`src/rtl/bwc_pkg.sv`:
```
package bwc_pkg;
  localparam int unsigned NBYTE = 4;

  typedef enum logic [1:0] {
    SZ_LONG  = 2'd0,
    SZ_HALF  = 2'd1,
    SZ_BYTE  = 2'd2,
    SZ_BYTE2 = 2'd3
  } size_e;

  typedef struct packed {
    size_e size;
    logic  big;
  } cfg_t;

  // log2 of byte lanes carried by one narrow item
  function automatic logic [1:0] span_log(size_e s);
    case (s)
      SZ_LONG: return 2'd2;
      SZ_HALF: return 2'd1;
      default: return 2'd0;
    endcase
  endfunction
endpackage

```
`src/rtl/bwc_cfg_latch.sv`:
```
module bwc_cfg_latch
  import bwc_pkg::*;
(
  input  logic       clk,
  input  logic       rst_n,
  input  logic [1:0] size_i,
  input  logic       big_i,
  output logic       act_o,
  output cfg_t       cfg_o
);
  logic act_q;
  logic cfg_en;
  cfg_t cfg_d, cfg_q;

  always_comb begin
    cfg_en     = !act_q;
    cfg_d.size = size_e'(size_i);
    cfg_d.big  = big_i;
  end

  always_ff @(posedge clk or negedge rst_n) begin
    if (!rst_n) act_q <= 1'b0;
    else        act_q <= 1'b1;
  end

  always_ff @(posedge clk) begin
    if (cfg_en) cfg_q <= cfg_d;
  end

  assign act_o = act_q;
  assign cfg_o = cfg_q;
endmodule

```
`src/rtl/bwc_split.sv`:
```
module bwc_split
  import bwc_pkg::*;
#(
  parameter  int unsigned BYTE_W = 9,
  localparam int unsigned LW     = BYTE_W * NBYTE
) (
  input  logic          clk,
  input  logic          rst_n,
  input  logic          act,
  input  cfg_t          cfg,
  input  logic          in_valid,
  output logic          in_ready,
  input  logic [LW-1:0] in_data,
  output logic          out_valid,
  input  logic          out_ready,
  output logic [LW-1:0] out_data
);
  localparam int unsigned IW = $clog2(NBYTE);
  localparam int unsigned CW = IW + 1;

  logic [NBYTE-1:0][BYTE_W-1:0] word_q, out_l;
  logic [CW-1:0] left_q, left_d, nsub, kcnt;
  logic [IW-1:0] idx_q, idx_d, pos, base;
  logic [1:0]    sl;
  logic          take_in, take_out, last, word_en;

  always_comb begin
    sl        = span_log(cfg.size);
    nsub      = CW'(NBYTE >> sl);
    kcnt      = CW'(1 << sl);
    out_valid = (left_q != '0);
    last      = (left_q == CW'(1));
    in_ready  = act && ((left_q == '0) || (last && out_ready));
    take_in   = in_valid && in_ready;
    take_out  = out_valid && out_ready;
    pos       = cfg.big ? IW'(nsub - CW'(1) - CW'(idx_q)) : idx_q;
    base      = pos << sl;
  end

  always_comb begin
    for (int b = 0; b < NBYTE; b++) begin
      if (CW'(b) < kcnt) out_l[b] = word_q[base + IW'(b)];
      else               out_l[b] = '0;
    end
  end
  assign out_data = out_l;

  always_comb begin
    left_d  = left_q;
    idx_d   = idx_q;
    word_en = take_in;
    if (take_in) begin
      left_d = nsub;
      idx_d  = '0;
    end else if (take_out) begin
      left_d = left_q - CW'(1);
      idx_d  = idx_q + IW'(1);
    end
  end

  always_ff @(posedge clk or negedge rst_n) begin
    if (!rst_n) begin
      left_q <= '0;
      idx_q  <= '0;
    end else begin
      left_q <= left_d;
      idx_q  <= idx_d;
    end
  end

  always_ff @(posedge clk) begin
    if (word_en) word_q <= in_data;
  end
endmodule

```
`src/rtl/bwc_pack.sv`:
```
module bwc_pack
  import bwc_pkg::*;
#(
  parameter  int unsigned BYTE_W = 9,
  localparam int unsigned LW     = BYTE_W * NBYTE
) (
  input  logic          clk,
  input  logic          rst_n,
  input  logic          act,
  input  cfg_t          cfg,
  input  logic          in_valid,
  output logic          in_ready,
  input  logic [LW-1:0] in_data,
  output logic          out_valid,
  input  logic          out_ready,
  output logic [LW-1:0] out_data
);
  localparam int unsigned IW = $clog2(NBYTE);
  localparam int unsigned CW = IW + 1;

  logic [NBYTE-1:0][BYTE_W-1:0] acc_q, acc_d, in_l;
  logic [CW-1:0] got_q, got_d, got_inc, nsub, kcnt;
  logic [IW-1:0] pos, base, off;
  logic [1:0]    sl;
  logic          full_q, full_d, take_in, take_out, wrap, acc_en;

  assign in_l = in_data;

  always_comb begin
    sl       = span_log(cfg.size);
    nsub     = CW'(NBYTE >> sl);
    kcnt     = CW'(1 << sl);
    in_ready = act && !full_q;
    take_in  = in_valid && in_ready;
    take_out = full_q && out_ready;
    got_inc  = got_q + CW'(1);
    wrap     = take_in && (got_inc == nsub);
    pos      = cfg.big ? IW'(nsub - CW'(1) - got_q) : IW'(got_q);
    base     = pos << sl;
  end

  always_comb begin
    acc_en = take_in;
    acc_d  = acc_q;
    off    = '0;
    for (int l = 0; l < NBYTE; l++) begin
      off = IW'(l) - base;
      if (CW'(off) < kcnt) acc_d[l] = in_l[off];
    end
  end

  always_comb begin
    got_d  = got_q;
    full_d = full_q;
    if (take_in) got_d = wrap ? '0 : got_inc;
    if (wrap)          full_d = 1'b1;
    else if (take_out) full_d = 1'b0;
  end

  always_ff @(posedge clk or negedge rst_n) begin
    if (!rst_n) begin
      got_q  <= '0;
      full_q <= 1'b0;
    end else begin
      got_q  <= got_d;
      full_q <= full_d;
    end
  end

  always_ff @(posedge clk) begin
    if (acc_en) acc_q <= acc_d;
  end

  assign out_valid = full_q;
  assign out_data  = acc_q;
endmodule

```
`src/rtl/bus_width_adapter.sv`:
```
module bus_width_adapter
  import bwc_pkg::*;
#(
  parameter  int unsigned BYTE_W = 9,
  localparam int unsigned LW     = BYTE_W * NBYTE
) (
  input  logic          clk,
  input  logic          rst_n,
  input  logic [1:0]    cfg_size_i,
  input  logic          cfg_big_i,
  input  logic          wide_in_valid_i,
  output logic          wide_in_ready_o,
  input  logic [LW-1:0] wide_in_data_i,
  output logic          nar_out_valid_o,
  input  logic          nar_out_ready_i,
  output logic [LW-1:0] nar_out_data_o,
  input  logic          nar_in_valid_i,
  output logic          nar_in_ready_o,
  input  logic [LW-1:0] nar_in_data_i,
  output logic          wide_out_valid_o,
  input  logic          wide_out_ready_i,
  output logic [LW-1:0] wide_out_data_o
);
  logic act;
  cfg_t cfg_q;

  bwc_cfg_latch u_cfg (
    .clk    (clk),
    .rst_n  (rst_n),
    .size_i (cfg_size_i),
    .big_i  (cfg_big_i),
    .act_o  (act),
    .cfg_o  (cfg_q)
  );

  bwc_split #(.BYTE_W(BYTE_W)) u_split (
    .clk       (clk),
    .rst_n     (rst_n),
    .act       (act),
    .cfg       (cfg_q),
    .in_valid  (wide_in_valid_i),
    .in_ready  (wide_in_ready_o),
    .in_data   (wide_in_data_i),
    .out_valid (nar_out_valid_o),
    .out_ready (nar_out_ready_i),
    .out_data  (nar_out_data_o)
  );

  bwc_pack #(.BYTE_W(BYTE_W)) u_pack (
    .clk       (clk),
    .rst_n     (rst_n),
    .act       (act),
    .cfg       (cfg_q),
    .in_valid  (nar_in_valid_i),
    .in_ready  (nar_in_ready_o),
    .in_data   (nar_in_data_i),
    .out_valid (wide_out_valid_o),
    .out_ready (wide_out_ready_i),
    .out_data  (wide_out_data_o)
  );
endmodule

```
`config.mk`:
```
export PLATFORM = sky130hd
export DESIGN_NAME = bus_width_adapter
export DESIGN_NICKNAME = d
export VERILOG_FILES = /design/src/rtl/bwc_pkg.sv /design/src/rtl/bwc_cfg_latch.sv /design/src/rtl/bwc_split.sv /design/src/rtl/bwc_pack.sv /design/src/rtl/bus_width_adapter.sv
export SDC_FILE = /design/constraint.sdc
export NUM_CORES = 1
export LEC_CHECK = 0
export ABC_AREA = 0
export CAP_MARGIN = 25
export CORE_MARGIN = 2
export CORE_UTILIZATION = 46
export DETAILED_ROUTE_END_ITERATION = 12
export GPL_TIMING_DRIVEN = 1
export HOLD_SLACK_MARGIN = 0.03
export PLACE_DENSITY = 0.83
export SYNTH_ARGS = -nofsm -noshare
export SYNTH_HDL_FRONTEND = slang
export SYNTH_HIERARCHICAL = 1
export SYNTH_SLANG_ARGS = --single-unit
export TNS_END_PERCENT = 30
```
`constraint.sdc`:
```
create_clock -name clk -period 3.5 [get_ports clk]
set_input_delay 0.875 -clock clk [delete_from_list [all_inputs] [get_ports clk]]
set_output_delay 0.875 -clock clk [all_outputs]
set_load 0.01 [all_outputs]
```
==> results.txt <==
x dimension of the die - 102 um
instance count after placement with tap cells included - 607
delay-heaviest family, CP - multiplexers
Max H-tree Level - 3
net load switching power - 0.00129 W
combined global-route utilization of all metal layers - 22.8%
die area - 0.0105 mm2
wire length after detailed routing - 11800 um
worst hold path type - flip-flop to flip-flop
relative slew slack - 59.4%
worst-case clock buffer depth - 2
worst-skew pair later-pin latency - 350 ps
status - complete, no violations
number of nets in the layout - 583
initial core utilization - 47.7%
Design Power - 0.00376 W
number of DRC markers after the initial detailed-route iteration - 163
Core Rows - 35
Post-Layout Inst Area - 0.00638 mm2
share of synthesized area occupied by flip-flops and latches - 56.2%
layout cell share with drive strength beyond 1 - 8.03%
DRT Pass-1 Iters - 4
Final setup violation count - 0
sequential cell area in the final layout - 0.00250 mm2
number of warnings issued by yosys - 6
most common cell after layout, fill and taps aside - sky130_fd_sc_hd__clkdlybuf4s50_1
global placement routability congestion - 0.870
clock power share - 17.3%
leakage power - 2.83 nW
share of flip-flops with an asynchronous set or reset - 11.8%
Period Utilization, post-route - 95.5%
kind of critical path - flip-flop to primary output
count of distinct cell types in the synthesized netlist - 39
buffer and inverter count on the worst path - 2
setup repair after global routing missed its margin - false
Die Height - 102 um
HPWL after detailed placement - 9000 um
number of nets in the synthesized netlist - 422
clock buffer count from CTS - 9
ports placed on the boundary - 157
number of fillers in the final layout - 696
GRT Residual Overflow - 0
Yosys reg bits - 85
EDFF count, synth - 75
Multi-input gate area - 0.00181 mm2
combinational fraction of design power - 44.5%
most frequent cell on the critical path - sky130_fd_sc_hd__mux2i_1
placed inst area - 0.00613 mm2
number of global-route vias before repair - 3541
WL met3 - 1120 um
TritonCTS clock tree - built
CP peak stage delay - 420 ps
total vias in the final route - 3314
wire length on met1 - 4300 um
type of element capturing the critical path - primary output
pin count of the biggest net entering global routing - 38
number of max-slew violations in the final report - 0
Arr. time, crit path - 2470 ps
clock root buffer - sky130_fd_sc_hd__clkbuf_8
first-pass GRT wire length - 17700 um
startpoint kind of the worst setup timing path - flip-flop
most instantiated flip-flop cell in the synthesis netlist - sky130_fd_sc_hd__edfxtp_1
Switching Fraction - 34.3%
CP Data Required Time - 2620 ps
post-synthesis cell area - 0.00445 mm2
final cell count without fillers - 627
clock tree sinks - 85
input/output buffers - 156
internal power of the cells - 0.00247 W
number of instances in the synthesized netlist - 332
Avg Synthesized Cell Area - 13.4 um2
Worst-path clk slew - 80 ps
IR drop worst, VDD - 0.287 mV
routed via count divided by cell count - 5.29
Antenna Violating Nets Remaining - 0
final critical-path required period - 3340 ps
area of the placeable core - 0.00933 mm2
cell area power density - 590 mW/mm2
top layer in use - met4
Diodes inserted - 0
total negative slack for setup checks - 0 ps
top library cells by usage in the layout, fill and taps aside - 138 x sky130_fd_sc_hd__clkdlybuf4s50_1, 100 x sky130_fd_sc_hd__mux2i_1, 75 x sky130_fd_sc_hd__edfxtp_1
slowest stage cell on the critical path - sky130_fd_sc_hd__edfxtp_1
DR WL met2 - 6060 um
worst hold margin - 568 ps
synthesis-to-layout area growth - 43.4%
sequential fraction of design power - 38.2%
post-route DRC violation count - 0
maximum capacitance violations - 0
worst path cell trace - nor2_2, ha_1, mux2_4, buf_4, nand2_8, mux2i_1, mux2i_1, dlygate4sd2_1
achievable clock frequency - 299 MHz
worst clock skew on the final layout - 6.86 ps
Least-Margin Pin Slew - 608 ps
number of failing hold endpoints at the final stage - 0
number of antenna violations at the first check in global routing - 0
Routed wire per std cell - 18.8 um
worst-path maximum fanout - 18
-- registers in the layout, summed over array words and instances, names as in the netlist --
register	cells
u_cfg/cfg_o	3
u_cfg/act_o	1
u_split/idx_q	2
u_pack/got_q	3
u_pack/out_data	36
u_split/left_q	3
u_pack/out_valid	1
u_split/word_q	36
-- layout make-up --
cell class | instances | share of cell area, %
clock buffer | 11 | 2.39
clock inverter | 5 | 0.549
inverter | 12 | 0.706
multi-input combinational | 218 | 28.3
sequential | 85 | 39.2
tap | 129 | 2.53
timing repair buffer | 167 | 26.3
-- final timing paths --
kind                                                   start                       endpoint  slack [ps]  cells past startpoint
worst min register to register  u_pack/out_valid$_DFFE_PN0P_   u_pack/out_valid$_DFFE_PN0P_         570                      2
worst max register to register      u_cfg/cfg_o[2]$_DFFE_PN_  u_pack/out_data[23]$_DFFE_PP_         850                      8
max in group asynchronous                              rst_n    u_pack/got_q[0]$_DFFE_PN0P_        2340                      1
min in group asynchronous                              rst_n    u_pack/got_q[1]$_DFFE_PN0P_         840                      1
worst max-delay path                u_cfg/cfg_o[2]$_DFFE_PN_              nar_out_data_o[1]         160                      8
worst min-delay path            u_pack/out_valid$_DFFE_PN0P_   u_pack/out_valid$_DFFE_PN0P_         570                      2
-- routing by layer --
metal / track usage, % / vias up
li1: - / 1541
met1: 24.1 / 1588
met2: 42.1 / 158
met3: 7.05 / 27
met4: 9.64 / 0
met5: 0 / -
-- tightest hold or removal path, stage by stage, from the launching register on --
cell	delay, ps
sky130_fd_sc_hd__dfrtp_1	390
sky130_fd_sc_hd__inv_1	60
sky130_fd_sc_hd__o22ai_1	80
-- timing repair --
item,CTS,global route
buffers inserted,3,0
hold buffers,0,0
pin swaps,1,0
endpoints found under the setup margin,9,10
gates cloned,1,0
resized for setup,14,10
-- metrics by stage --
step / setup slack [ps] / utilization (%)
floorplan: 556 / -
global placement: 326 / 65.7
detailed placement: 272 / 65.7
CTS: 5.16 / 68.1
global route: 26.6 / 68.4
finish: 159 / 68.4
-- Yosys cell counts (all sizes together) (2+ instances only) --
cell	n	share of area [%]
o21a	4	0.67
nor2	5	0.42
dfrtp	10	5.6
xnor2	4	0.79
xor2	4	0.96
nand2b	2	0.28
o21ai	3	0.34
clkbuf	5	0.42
a22oi	2	0.45
a21oi	15	1.7
nor2b	3	0.42
nand3	12	1.3
ha	9	2.5
o22ai	2	0.28
mux2	3	0.84
edfxtp	75	51
and2	19	2.7
buf	12	2.0
mux2i	101	23
nand2	21	2.4
inv	12	1.0
-- power by group through the flow --
stage / combinational (W) / sequential (W) / clock [W]
floorplan: 0.00105 / 0.00146 / 0
detailed placement: 0.00166 / 0.00146 / 0
CTS: 0.00169 / 0.00144 / 0.000665
global route: 0.00181 / 0.00145 / 0.000705
global placement: 0.00160 / 0.00145 / 0
finish: 0.00167 / 0.00144 / 0.000651
-- cells by family (layout without fill, tap and decap cells) --
kind of cell	count (synthesis)	in the layout	synth area share, %
and+or+nand+nor	67	67	8.41
AOI/OAI and AO/OA	29	29	4.02
buffers and inverters	29	195	3.40
DFF	85	85	56.2
other	1	1	0.0843
adders and majority gates	9	9	2.53
muxes	104	104	23.6
xor gates and xnor gates	8	8	1.74
Power figures use the tool's default switching activity.
